==> config.mk <==
export PLATFORM = sky130hd
export DESIGN_NAME = wbc_fsm
export DESIGN_NICKNAME = d
export VERILOG_FILES = /design/src/rtl/wbc_pkg.sv /design/src/rtl/wbc_flush_walker.sv /design/src/rtl/wbc_miss_track.sv /design/src/rtl/wbc_ctrl.sv /design/src/rtl/wbc_fsm.sv
export SDC_FILE = /design/constraint.sdc
export NUM_CORES = 1
export LEC_CHECK = 0
export BUFFER_PORTS_ARGS = -buffer_cell sky130_fd_sc_hd__buf_2
export CELL_PAD_IN_SITES_DETAIL_PLACEMENT = 1
export CELL_PAD_IN_SITES_GLOBAL_PLACEMENT = 2
export CORE_MARGIN = 5
export CORE_UTILIZATION = 28
export CTS_BUF_LIST = sky130_fd_sc_hd__clkbuf_16
export CTS_CLUSTER_SIZE = 16
export DETAILED_ROUTE_END_ITERATION = 7
export PLACE_DENSITY = 0.73
export REMOVE_ABC_BUFFERS = 1
export SYNTH_ARGS = -nofsm -noshare
export SYNTH_HDL_FRONTEND = slang
export SYNTH_SLANG_ARGS = --single-unit
==> constraint.sdc <==
create_clock -name clk -period 2.8 [get_ports clk]
set_input_delay 0.28 -clock clk [delete_from_list [all_inputs] [get_ports clk]]
set_output_delay 0.28 -clock clk [all_outputs]
set_load 0.01 [all_outputs]
==> src/rtl/wbc_pkg.sv <==
// Shared types for the write-back cache control sequencer.
// Assumes: one-hot state encoding; request codes 1 = read, 2 = write.
package wbc_pkg;

    typedef enum logic [7:0] {
        ST_READY      = 8'b0000_0001,
        ST_FETCH      = 8'b0000_0010,
        ST_WRITEBACK  = 8'b0000_0100,
        ST_READ_HOLD  = 8'b0000_1000,
        ST_FLUSH_CHK  = 8'b0001_0000,
        ST_FLUSH_WB   = 8'b0010_0000,
        ST_FLUSH_INCR = 8'b0100_0000,
        ST_INVAL      = 8'b1000_0000
    } wbc_state_e;

    localparam logic [1:0] OP_READ  = 2'd1;
    localparam logic [1:0] OP_WRITE = 2'd2;

endpackage

==> src/rtl/wbc_flush_walker.sv <==
// Flush address walker: one line counter, with the set in the low bits and
// the way in the high bits, so all sets of a way are visited before the next way.
// Assumes: the set and way counts are powers of two; the counter wraps to zero after the last line.
module wbc_flush_walker #(
    parameter int SET_BITS = 2,
    parameter int WAY_BITS = 1
) (
    input  logic                clk,
    input  logic                rst_n,
    input  logic                advance,
    output logic [SET_BITS-1:0] set_idx,
    output logic [WAY_BITS-1:0] way_idx,
    output logic                last_line
);
    localparam int LINE_BITS = SET_BITS + WAY_BITS;

    logic [LINE_BITS-1:0] line_q;

    // Purpose: step the line counter when the controller finishes a line.
    always_ff @(posedge clk) begin
        if (!rst_n)       line_q <= '0;
        else if (advance) line_q <= line_q + 1'b1;
    end

    assign set_idx   = line_q[SET_BITS-1:0];
    assign way_idx   = line_q[LINE_BITS-1:SET_BITS];
    assign last_line = &line_q;

    AST_WALK_STEP: assert property (@(posedge clk) disable iff (!rst_n)
        advance |=> (line_q == $past(line_q) + 1'b1)) else $error("walk step");
endmodule

==> src/rtl/wbc_miss_track.sv <==
// Miss context register: records, when a miss sequence starts, whether the
// access is uncacheable and whether the victim must be evicted.
// Assumes: victim_dirty is valid in the cycle the miss sequence starts.
module wbc_miss_track (
    input  logic clk,
    input  logic rst_n,
    input  logic start,
    input  logic uncached_in,
    input  logic dirty_in,
    output logic uncached_q,
    output logic evict_q
);
    // Purpose: capture the access kind and the eviction need when a miss begins.
    always_ff @(posedge clk) begin
        if (!rst_n) begin
            uncached_q <= 1'b0;
            evict_q    <= 1'b0;
        end else if (start) begin
            uncached_q <= uncached_in;
            evict_q    <= dirty_in & ~uncached_in;
        end
    end

    AST_NO_EVICT_UNCACHED: assert property (@(posedge clk) disable iff (!rst_n)
        !(uncached_q && evict_q)) else $error("uncached evict");
endmodule

==> src/rtl/wbc_ctrl.sv <==
// Controller state register and decode: next state plus all Mealy and Moore
// control outputs. trap_flush holds the idle state and gates array writes
// there, but leaves the stall output alone.
// Assumes: the bus never acknowledges in the first cycle of a request.
module wbc_ctrl
    import wbc_pkg::*;
(
    input  logic       clk,
    input  logic       rst_n,
    input  logic [1:0] req_op,
    input  logic       req_uncached,
    input  logic       pipe_stall,
    input  logic       trap_flush,
    input  logic       tag_hit,
    input  logic       victim_dirty,
    input  logic       flush_cmd,
    input  logic       inval_cmd,
    input  logic       bus_ack,
    input  logic       unc_q,
    input  logic       evict_q,
    input  logic       walk_last,
    output logic       miss_start,
    output logic       walk_adv,
    output logic       cache_stall,
    output logic       array_en,
    output logic       cpu_wr_en,
    output logic       data_fill_we,
    output logic       tag_set_valid,
    output logic       tag_set_dirty,
    output logic       tag_clr_dirty,
    output logic       inval_all,
    output logic       bus_fetch_req,
    output logic       bus_wb_req,
    output logic       bus_word_req,
    output logic       rd_hold_sel,
    output logic       flush_addr_sel,
    output logic       flush_done
);
    wbc_state_e st_q, st_d;
    logic req_valid, req_write, cached_miss;

    assign req_valid   = (req_op == OP_READ) || (req_op == OP_WRITE);
    assign req_write   = (req_op == OP_WRITE);
    assign cached_miss = req_valid && !req_uncached && !tag_hit;

    // Purpose: hold the controller state.
    always_ff @(posedge clk) begin
        if (!rst_n) st_q <= ST_READY;
        else        st_q <= st_d;
    end

    // Purpose: decode next state and control outputs from state and inputs.
    always_comb begin
        st_d           = st_q;
        miss_start     = 1'b0;
        walk_adv       = 1'b0;
        cache_stall    = 1'b0;
        array_en       = 1'b1;
        cpu_wr_en      = 1'b0;
        data_fill_we   = 1'b0;
        tag_set_valid  = 1'b0;
        tag_set_dirty  = 1'b0;
        tag_clr_dirty  = 1'b0;
        inval_all      = 1'b0;
        bus_fetch_req  = 1'b0;
        bus_wb_req     = 1'b0;
        bus_word_req   = 1'b0;
        rd_hold_sel    = 1'b0;
        flush_addr_sel = 1'b0;
        flush_done     = 1'b0;
        unique case (st_q)
            ST_READY: begin
                array_en = !(pipe_stall && !cached_miss);
                if (flush_cmd) begin
                    cache_stall = 1'b1;
                    if (!trap_flush) st_d = ST_FLUSH_CHK;
                end else if (inval_cmd) begin
                    cache_stall = 1'b1;
                    if (!trap_flush) st_d = ST_INVAL;
                end else if (req_valid && (req_uncached || !tag_hit)) begin
                    cache_stall = 1'b1;
                    if (!trap_flush) begin
                        miss_start = 1'b1;
                        st_d       = ST_FETCH;
                    end
                end else if (req_valid && req_write && !pipe_stall && !trap_flush) begin
                    cpu_wr_en     = 1'b1;
                    tag_set_dirty = 1'b1;
                end
            end
            ST_FETCH: begin
                cache_stall   = 1'b1;
                bus_word_req  = unc_q;
                bus_fetch_req = !unc_q;
                if (bus_ack) begin
                    if (unc_q) begin
                        cache_stall = 1'b0;
                        st_d = pipe_stall ? ST_READ_HOLD : ST_READY;
                    end else if (evict_q) begin
                        st_d = ST_WRITEBACK;
                    end else begin
                        data_fill_we  = 1'b1;
                        tag_set_valid = 1'b1;
                        st_d          = ST_READY;
                    end
                end
            end
            ST_WRITEBACK: begin
                cache_stall = 1'b1;
                bus_wb_req  = 1'b1;
                if (bus_ack) begin
                    data_fill_we  = 1'b1;
                    tag_set_valid = 1'b1;
                    st_d          = ST_READY;
                end
            end
            ST_READ_HOLD: begin
                rd_hold_sel = 1'b1;
                if (!pipe_stall) st_d = ST_READY;
            end
            ST_FLUSH_CHK: begin
                cache_stall    = 1'b1;
                flush_addr_sel = 1'b1;
                if (victim_dirty) begin
                    bus_wb_req    = 1'b1;
                    tag_clr_dirty = 1'b1;
                    st_d          = ST_FLUSH_WB;
                end else begin
                    walk_adv = 1'b1;
                    if (walk_last) begin
                        flush_done = 1'b1;
                        st_d       = ST_READY;
                    end
                end
            end
            ST_FLUSH_WB: begin
                cache_stall    = 1'b1;
                flush_addr_sel = 1'b1;
                bus_wb_req     = 1'b1;
                if (bus_ack) st_d = ST_FLUSH_INCR;
            end
            ST_FLUSH_INCR: begin
                cache_stall    = 1'b1;
                flush_addr_sel = 1'b1;
                walk_adv       = 1'b1;
                if (walk_last) begin
                    flush_done = 1'b1;
                    st_d       = ST_READY;
                end else begin
                    st_d = ST_FLUSH_CHK;
                end
            end
            ST_INVAL: begin
                cache_stall = 1'b1;
                inval_all   = 1'b1;
                st_d        = ST_READY;
            end
            default: st_d = ST_READY;
        endcase
    end

    AST_WB_STALL: assert property (@(posedge clk) disable iff (!rst_n)
        (st_q == ST_WRITEBACK) |-> cache_stall) else $error("wb stall");
    AST_FETCH_FIRST: assert property (@(posedge clk) disable iff (!rst_n)
        (st_q == ST_WRITEBACK && $past(st_q) != ST_WRITEBACK) |-> ($past(st_q) == ST_FETCH && $past(bus_ack))) else $error("evict order");
    AST_TRAP_HOLDS: assert property (@(posedge clk) disable iff (!rst_n)
        (st_q == ST_READY && trap_flush) |=> (st_q == ST_READY)) else $error("trap");
    AST_INVAL_EN: assert property (@(posedge clk) disable iff (!rst_n)
        inval_all |-> array_en) else $error("inval enable");
    AST_WRITE_EN: assert property (@(posedge clk) disable iff (!rst_n)
        (cpu_wr_en || data_fill_we) |-> array_en) else $error("write enable");
endmodule

==> src/rtl/wbc_fsm.sv <==
// Top of the write-back cache control sequencer: ties the controller, the
// miss context register and the flush walker together.
// Assumes: arrays, replacement and bus engine are external; victim_dirty
// reports the line at the flush address while flush_addr_sel is high.
module wbc_fsm #(
    parameter int SET_BITS = 2,
    parameter int WAY_BITS = 1
) (
    input  logic                clk,
    input  logic                rst_n,
    input  logic [1:0]          req_op,
    input  logic                req_uncached,
    input  logic                pipe_stall,
    input  logic                trap_flush,
    input  logic                tag_hit,
    input  logic                victim_dirty,
    input  logic                flush_cmd,
    input  logic                inval_cmd,
    input  logic                bus_ack,
    output logic                cache_stall,
    output logic                array_en,
    output logic                cpu_wr_en,
    output logic                data_fill_we,
    output logic                tag_set_valid,
    output logic                tag_set_dirty,
    output logic                tag_clr_dirty,
    output logic                inval_all,
    output logic                bus_fetch_req,
    output logic                bus_wb_req,
    output logic                bus_word_req,
    output logic                rd_hold_sel,
    output logic                flush_addr_sel,
    output logic [SET_BITS-1:0] flush_set,
    output logic [WAY_BITS-1:0] flush_way,
    output logic                flush_done
);
    logic miss_start, walk_adv, walk_last, unc_q, evict_q;

    wbc_ctrl u_ctrl (
        .clk(clk), .rst_n(rst_n), .req_op(req_op), .req_uncached(req_uncached),
        .pipe_stall(pipe_stall), .trap_flush(trap_flush), .tag_hit(tag_hit),
        .victim_dirty(victim_dirty), .flush_cmd(flush_cmd), .inval_cmd(inval_cmd),
        .bus_ack(bus_ack), .unc_q(unc_q), .evict_q(evict_q), .walk_last(walk_last),
        .miss_start(miss_start), .walk_adv(walk_adv), .cache_stall(cache_stall),
        .array_en(array_en), .cpu_wr_en(cpu_wr_en), .data_fill_we(data_fill_we),
        .tag_set_valid(tag_set_valid), .tag_set_dirty(tag_set_dirty),
        .tag_clr_dirty(tag_clr_dirty), .inval_all(inval_all),
        .bus_fetch_req(bus_fetch_req), .bus_wb_req(bus_wb_req),
        .bus_word_req(bus_word_req), .rd_hold_sel(rd_hold_sel),
        .flush_addr_sel(flush_addr_sel), .flush_done(flush_done)
    );

    wbc_miss_track u_miss (
        .clk(clk), .rst_n(rst_n), .start(miss_start), .uncached_in(req_uncached),
        .dirty_in(victim_dirty), .uncached_q(unc_q), .evict_q(evict_q)
    );

    wbc_flush_walker #(.SET_BITS(SET_BITS), .WAY_BITS(WAY_BITS)) u_walk (
        .clk(clk), .rst_n(rst_n), .advance(walk_adv),
        .set_idx(flush_set), .way_idx(flush_way), .last_line(walk_last)
    );

    logic any_bus_req, cpu_return;
    assign any_bus_req = bus_fetch_req | bus_wb_req | bus_word_req;
    assign cpu_return  = (req_op == 2'd1 || req_op == 2'd2) && !cache_stall;

    AST_NO_TRIPLE: assert property (@(posedge clk) disable iff (!rst_n)
        !(cpu_return && data_fill_we && any_bus_req && !$past(any_bus_req))) else $error("triple");
    AST_CLR_HOLDS_ADDR: assert property (@(posedge clk) disable iff (!rst_n)
        tag_clr_dirty |=> ($stable(flush_set) && $stable(flush_way))) else $error("clr addr");
    AST_DONE_PULSE: assert property (@(posedge clk) disable iff (!rst_n)
        flush_done |=> !flush_done) else $error("done pulse");
    AST_UNCACHED_NO_FILL: assert property (@(posedge clk) disable iff (!rst_n)
        bus_word_req |-> !(data_fill_we || cpu_wr_en)) else $error("uncached fill");
endmodule

==> results.tsv, run 1 <==
metric	value	unit
postcts setup bufs	0	
ant diodes	0	
htree depth	1	
Comb pwr share	34.1	%
DR pass1 iterations	4	
internal power consumption	0.4876	mW
Max clock buf depth	2	
Clock power frac	35.7	%
I/O pin cnt	29	
Nets	164	
DRT iter0 DRCs	42	
Via Count	988	
cell row count	21	
LEAKAGE	0.5322	nW
first-pass GRT wire length	5.175	mm
Worst Tran Pin Value	0.5243	ns
Peak Freq	381.2	MHz
HP Class	input port to flip-flop	
PortBufs	28	
post-DP HPWL	2.347	mm
cts hold-fix bufs	0	
top-area cell type share of the netlist area	26.53	%
dominant cells by area after synthesis	dfxtp_1 (27%), nor2b_1 (5.1%), nor3b_1 (4.6%)	
Req. time, crit path	2.52	ns
CTS tree	built	
GRT Residual Overflow	0	
total CTS buffers	3	
XOR/XNOR Fraction of Synth Area	2.551	%
wire length per cell	15.42	um
GPL Wtd Cong	0.7894	
setup TNS	0	ns
final clock skew	0.004148	ns
CTS Root Cell	clkbuf_16	
switch share	35.06	%
Max Slew Vio Count	0	
ANT nets after route	0	
CP Capture Type	output pin	
vias in the first global route	1098	
Arr. time, crit path	2.34	ns
Top FF cell, synth	dfxtp_1	
Mapped Area	980.9	um2
worst-skew pair later-pin latency	0.24	ns
Startpoint Class	flip-flop	
unrepaired setup endpoints after global routing	false	
Post-Syn Instances	124	
status	finished, final reports clean	
Tot GR Track Use	13.04	%
sequential area share after synthesis	26.53	%
Final Core Density	36.01	%
DIE AREA	0.004787	mm2
Post-CTS Resized	0	
headroom to the max-slew limit	64.85	%
detail-routed via count per cell	5.093	
fill count	451	
Worst IR Drop VDD	202.5	uV
Power Dens Cells	619.9	mW/mm2
Setup CP Type	flip-flop to output pin	
CP max FO	6	
Compound-Gate Fraction of Synth Area	15.82	%
Seq pwr share	30.1	%
Die X-Extent	69.19	um
top post-synthesis cells by count	dfxtp_1 (13), nor2_1 (11), nand2_1 (10), nor2b_1 (8)	
Synth Warn #	0	
Psw	0.2632	mW
Synth Area in Adders	3.827	%
DR DRC count	0	
# setup viols final	0	
Post-synth EDFFs	0	
CTS Sinks	13	
minimum clock period	2.623	ns
synth unique cells	45	
async set or reset register ratio after synthesis	0	%
final hold vios	0	
Core Region	0.003363	mm2
proportion of layout cells with a drive suffix above 1	26.35	%
total of max-cap violations	0	
largest net degree at the start of global routing	14	
multiplexer share of the synthesized area	3.061	%
Initial Utilization	29.17	%
Final Cycle Share	93.68	%
Synth Register Bits	13	
simple-gate share of the synthesized area	41.58	%
number of antenna violations at the first check in global routing	0	
height of the die	69.19	um
Syn-to-layout area delta	23.47	%
top-count cell post-synth	dfxtp_1	
Avg Synthesized Cell Area	7.911	um2
Yosys top cell by area	dfxtp_1	
largest family of logic cells by synthesized area	simple AND/OR/NAND/NOR gates	
Total Wirelength	2.992	mm
CTS clk-pin slew, worst paths	0.05	ns
-- critical path: stages (launching register included) --
cell and delay [ns]:
dfxtp_1 0.32, or4_1 0.66, or2_1 0.30, or3_4 0.39
nand2b_2 0.15, and2_1 0.15, buf_2 0.12
-- registers in the layout (all words and copies together), names as in the netlist --
register and flops:
u_miss.uncached_q 1, u_walk.line_q 3, u_miss.evict_q 1, u_ctrl.st_q 8
-- layer usage --
metal	GRT usage, %	wire (um)
met1	16.10	1335
met2	22.88	1509
met3	2.754	113
met4	3.254	33
met5	0	0
-- worst paths after layout --
kind	slack (ns)	cells after the start	start	endpoint
hold reg to reg	0.55	2	u_walk.line_q[2]$_SDFFE_PN0P_	u_walk.line_q[2]$_SDFFE_PN0P_
hold / removal	0.26	2	flush_cmd	u_ctrl.st_q[7]$_SDFFE_PN0P_
setup / recovery	0.18	6	u_ctrl.st_q[7]$_SDFFE_PN0P_	flush_done
setup reg to reg	0.60	6	u_ctrl.st_q[7]$_SDFFE_PN0P_	u_walk.line_q[2]$_SDFFE_PN0P_
-- logic make-up (layout without fill, tap and decap cells) --
group / after synthesis / count (layout)
xor+xnor: 2 / 2
simple gates: 67 / 67
buf+inv: 13 / 37
mux: 3 / 3
flops: 13 / 13
compound gates: 23 / 23
fa+ha+maj: 3 / 3
-- per-stage QoR --
| stage | hold slack [ns] | cell area (um2) | power [mW] | cells | setup slack, ns |
|---|---|---|---|---|---|
| final | 0.2617 | 1211 | 0.7508 | 194 | 0.1769 |
| after global routing | 0.2767 | 1211 | 0.8051 | 194 | 0.04784 |
| after CTS | 0.2668 | 1211 | 0.7638 | 194 | 0.1586 |
| after detailed placement | 0.5240 | 1132 | 0.4883 | 190 | 0.4334 |
| after global placement | 0.5226 | 1132 | 0.4839 | 190 | 0.4733 |
| after floorplan | 0.3569 | 934.6 | 0.3945 | 116 | 0.6552 |
-- placed cells by master (no fill, tap or decap), types with 4 or more instances in the layout --
cell | Yosys | final
dfxtp_1 | 13 | 13
nand2_1 | 10 | 10
inv_1 | 5 | 6
and2_1 | 4 | 4
nor3_1 | 5 | 5
a21oi_1 | 6 | 6
nor2b_1 | 8 | 8
nor3b_1 | 6 | 6
nor2_1 | 11 | 11
buf_2 | 1 | 28
-- power by group through the flow --
stage	Clock [mW]	Sequential, mW	Combinational [mW]
final	0.268	0.226	0.256
after global placement	0	0.227	0.256
after detailed placement	0	0.228	0.260
after floorplan	0	0.222	0.172
after CTS	0.277	0.225	0.262
after global routing	0.290	0.228	0.287
-- layout make-up --
cell class | count | area, um2 | share of cell area (%)
clock inverter | 1 | 3.754 | 0.3099
sequential | 13 | 260.3 | 21.49
timing repair buffer | 28 | 140.1 | 11.57
multi-input combinational | 98 | 655.6 | 54.13
inverter | 5 | 18.77 | 1.550
clock buffer | 3 | 75.07 | 6.198
tap | 46 | 57.56 | 4.752
(Power assumes the default switching activity.)
==> run 2, diff against run 1 <==
==> constraint.sdc (replaced) <==
create_clock -name clk -period 2.8 [get_ports clk]
set_input_delay 0.14 -clock clk [delete_from_list [all_inputs] [get_ports clk]]
set_output_delay 0.14 -clock clk [all_outputs]
set_load 0.01 [all_outputs]
==> run 2 against run 1 <==
Compared with the run above:
- power up 0.65%
- global-route usage up 0.12 points
- die area unchanged
- register-to-register slack worse by 0.02 ns
- core utilization about the same
- design area up 0.10%
- sequential power about the same
- clock-buffer cell count unchanged
- wire length down 2.0%
- highest routed layer unchanged
==> results.tsv, run 2 (synthesized netlist as in run 1, its figures left out) <==
metric	value	unit	change
HP Class	input port to flip-flop		unchanged
htree depth	1		unchanged
Worst Tran Pin Value	0.5017	ns	was 0.5243 ns
Startpoint Class	flip-flop		unchanged
final clock skew	0.001974	ns	was 0.004148 ns
cell row count	21		unchanged
Power Dens Cells	623.3	mW/mm2	was 619.9 mW/mm2
Setup CP Type	flip-flop to output pin		unchanged
Via Count	958		was 988
commonest non-fill, non-tap cell in the layout	buf_2		unchanged
first-pass GRT wire length	5.037	mm	was 5.175 mm
hold slack	0.1236	ns	was 0.2617 ns
CTS tree	built		unchanged
Peak Freq	400.3	MHz	was 381.2 MHz
post-DP HPWL	2.346	mm	was 2.347 mm
Post-CTS Resized	0		unchanged
Nets	164		unchanged
CP Capture Type	output pin		unchanged
Arr. time, crit path	2.36	ns	was 2.34 ns
GPL Wtd Cong	0.7446		was 0.7894
I/O pin cnt	29		unchanged
CTS clk-pin slew, worst paths	0.05	ns	about the same
fin worst setup slack	0.3018	ns	was 0.1769 ns
DR pass1 iterations	4		unchanged
max reg flops	8		unchanged
Final Cycle Share	89.22	%	was 93.68%
LEAKAGE	0.5308	nW	was 0.5322 nW
minimum clock period	2.498	ns	was 2.623 ns
status	finished, final reports clean		unchanged
Hold Crit Depth	2		unchanged
DIE AREA	0.004787	mm2	unchanged
Max Slew Vio Count	0		unchanged
PortBufs	28		unchanged
Initial Utilization	29.17	%	unchanged
Die X-Extent	69.19	um	unchanged
total CTS buffers	3		unchanged
Reg2Reg Depth	6		unchanged
vias in the first global route	1012		was 1098
Tot GR Track Use	13.16	%	was 13.04%
GRT Residual Overflow	0		unchanged
Top reg by flops	u_ctrl.st_q		unchanged
worst-skew pair later-pin latency	0.24	ns	about the same
unrepaired setup endpoints after global routing	false		unchanged
CTS Root Cell	clkbuf_16		unchanged
Syn-to-layout area delta	23.60	%	was 23.47%
largest registers	u_ctrl.st_q x8, u_walk.line_q x3		unchanged
cts hold-fix bufs	0		unchanged
ant diodes	0		unchanged
detail-routed via count per cell	4.938		was 5.093
Total Wirelength	2.933	mm	was 2.992 mm
post-placement setup slack	0.5723	ns	was 0.4334 ns
number of antenna violations at the first check in global routing	0		unchanged
Req. time, crit path	2.66	ns	was 2.52 ns
Max clock buf depth	2		unchanged
postcts setup bufs	0		unchanged
wire length per cell	15.12	um	was 15.42 um
Final Core Density	36.05	%	was 36.01%
most frequent cells in the layout	buf_2 (28), dfxtp_1 (13), nor2_1 (11), nand2_1 (10), nor2b_1 (8)		unchanged
DRT iter0 DRCs	47		was 42
height of the die	69.19	um	unchanged
ANT nets after route	0		unchanged
final hold vios	0		unchanged
setup TNS	0	ns	unchanged
proportion of layout cells with a drive suffix above 1	27.03	%	was 26.35%
CTS Sinks	13		unchanged
Core Region	0.003363	mm2	unchanged
largest net degree at the start of global routing	14		unchanged
headroom to the max-slew limit	66.37	%	was 64.85%
CP max FO	6		unchanged
total of max-cap violations	0		unchanged
DR DRC count	0		unchanged
Worst IR Drop VDD	381.2	uV	was 202.5 uV
# setup viols final	0		unchanged
run 2: cell count changes in the layout (fill, tap and decap cells not counted), sizes merged:
cell | before | now
clkinv | 0 | 1
inv | 6 | 5
run 2: layout make-up:
cell class	instances	area [um2]
clock inverter	1	5.005
sequential	13	260.3
timing repair buffer	28	140.1
clock buffer	3	75.07
inverter	5	18.77
tap	46	57.56
multi-input combinational	98	655.6
fill	450	2151
run 2: final timing paths:
| kind | slack, ns | endpoint | startpoint |
|---|---|---|---|
| worst max-delay path | 0.30 | flush_done | u_ctrl.st_q[7]$_SDFFE_PN0P_ |
| worst min-delay path | 0.12 | u_ctrl.st_q[7]$_SDFFE_PN0P_ | flush_cmd |
| worst max register to register | 0.58 | u_walk.line_q[2]$_SDFFE_PN0P_ | u_ctrl.st_q[7]$_SDFFE_PN0P_ |
| worst min register to register | 0.56 | u_miss.evict_q$_SDFFE_PN0P_ | u_miss.evict_q$_SDFFE_PN0P_ |
run 2: metal layers:
layer	wire (um)	vias to the layer above	track usage [%]
met3	98	4	3.333
li1	-	489	-
met5	0	-	0
met4	46	0	4.555
met1	1338	449	15.82
met2	1449	16	22.56
run 2: power by group:
group / switching, mW / internal (mW) / leakage (nW) / total [mW]
Sequential: 0.0261 / 0.201 / 0.105 / 0.227
Clock: 0.0842 / 0.190 / 0.0409 / 0.275
Combinational: 0.156 / 0.0981 / 0.385 / 0.254
Total: 0.266 / 0.489 / 0.531 / 0.756
run 2: stage by stage:
step                      cell area, um2  cells  power, mW
after CTS                           1212    194     0.7645
after detailed placement            1132    190     0.4848
after floorplan                    934.6    116     0.3945
after global placement              1132    190     0.4777
after global routing                1212    194     0.8069
final                               1212    194     0.7557
run 2: worst max-delay path, stage by stage, from the launching register on:
cell and delay [ns]:
dfxtp_1 0.32, or4_1 0.66, or2_1 0.30, or3_4 0.38
nand2b_2 0.16, and2_1 0.15, buf_2 0.13
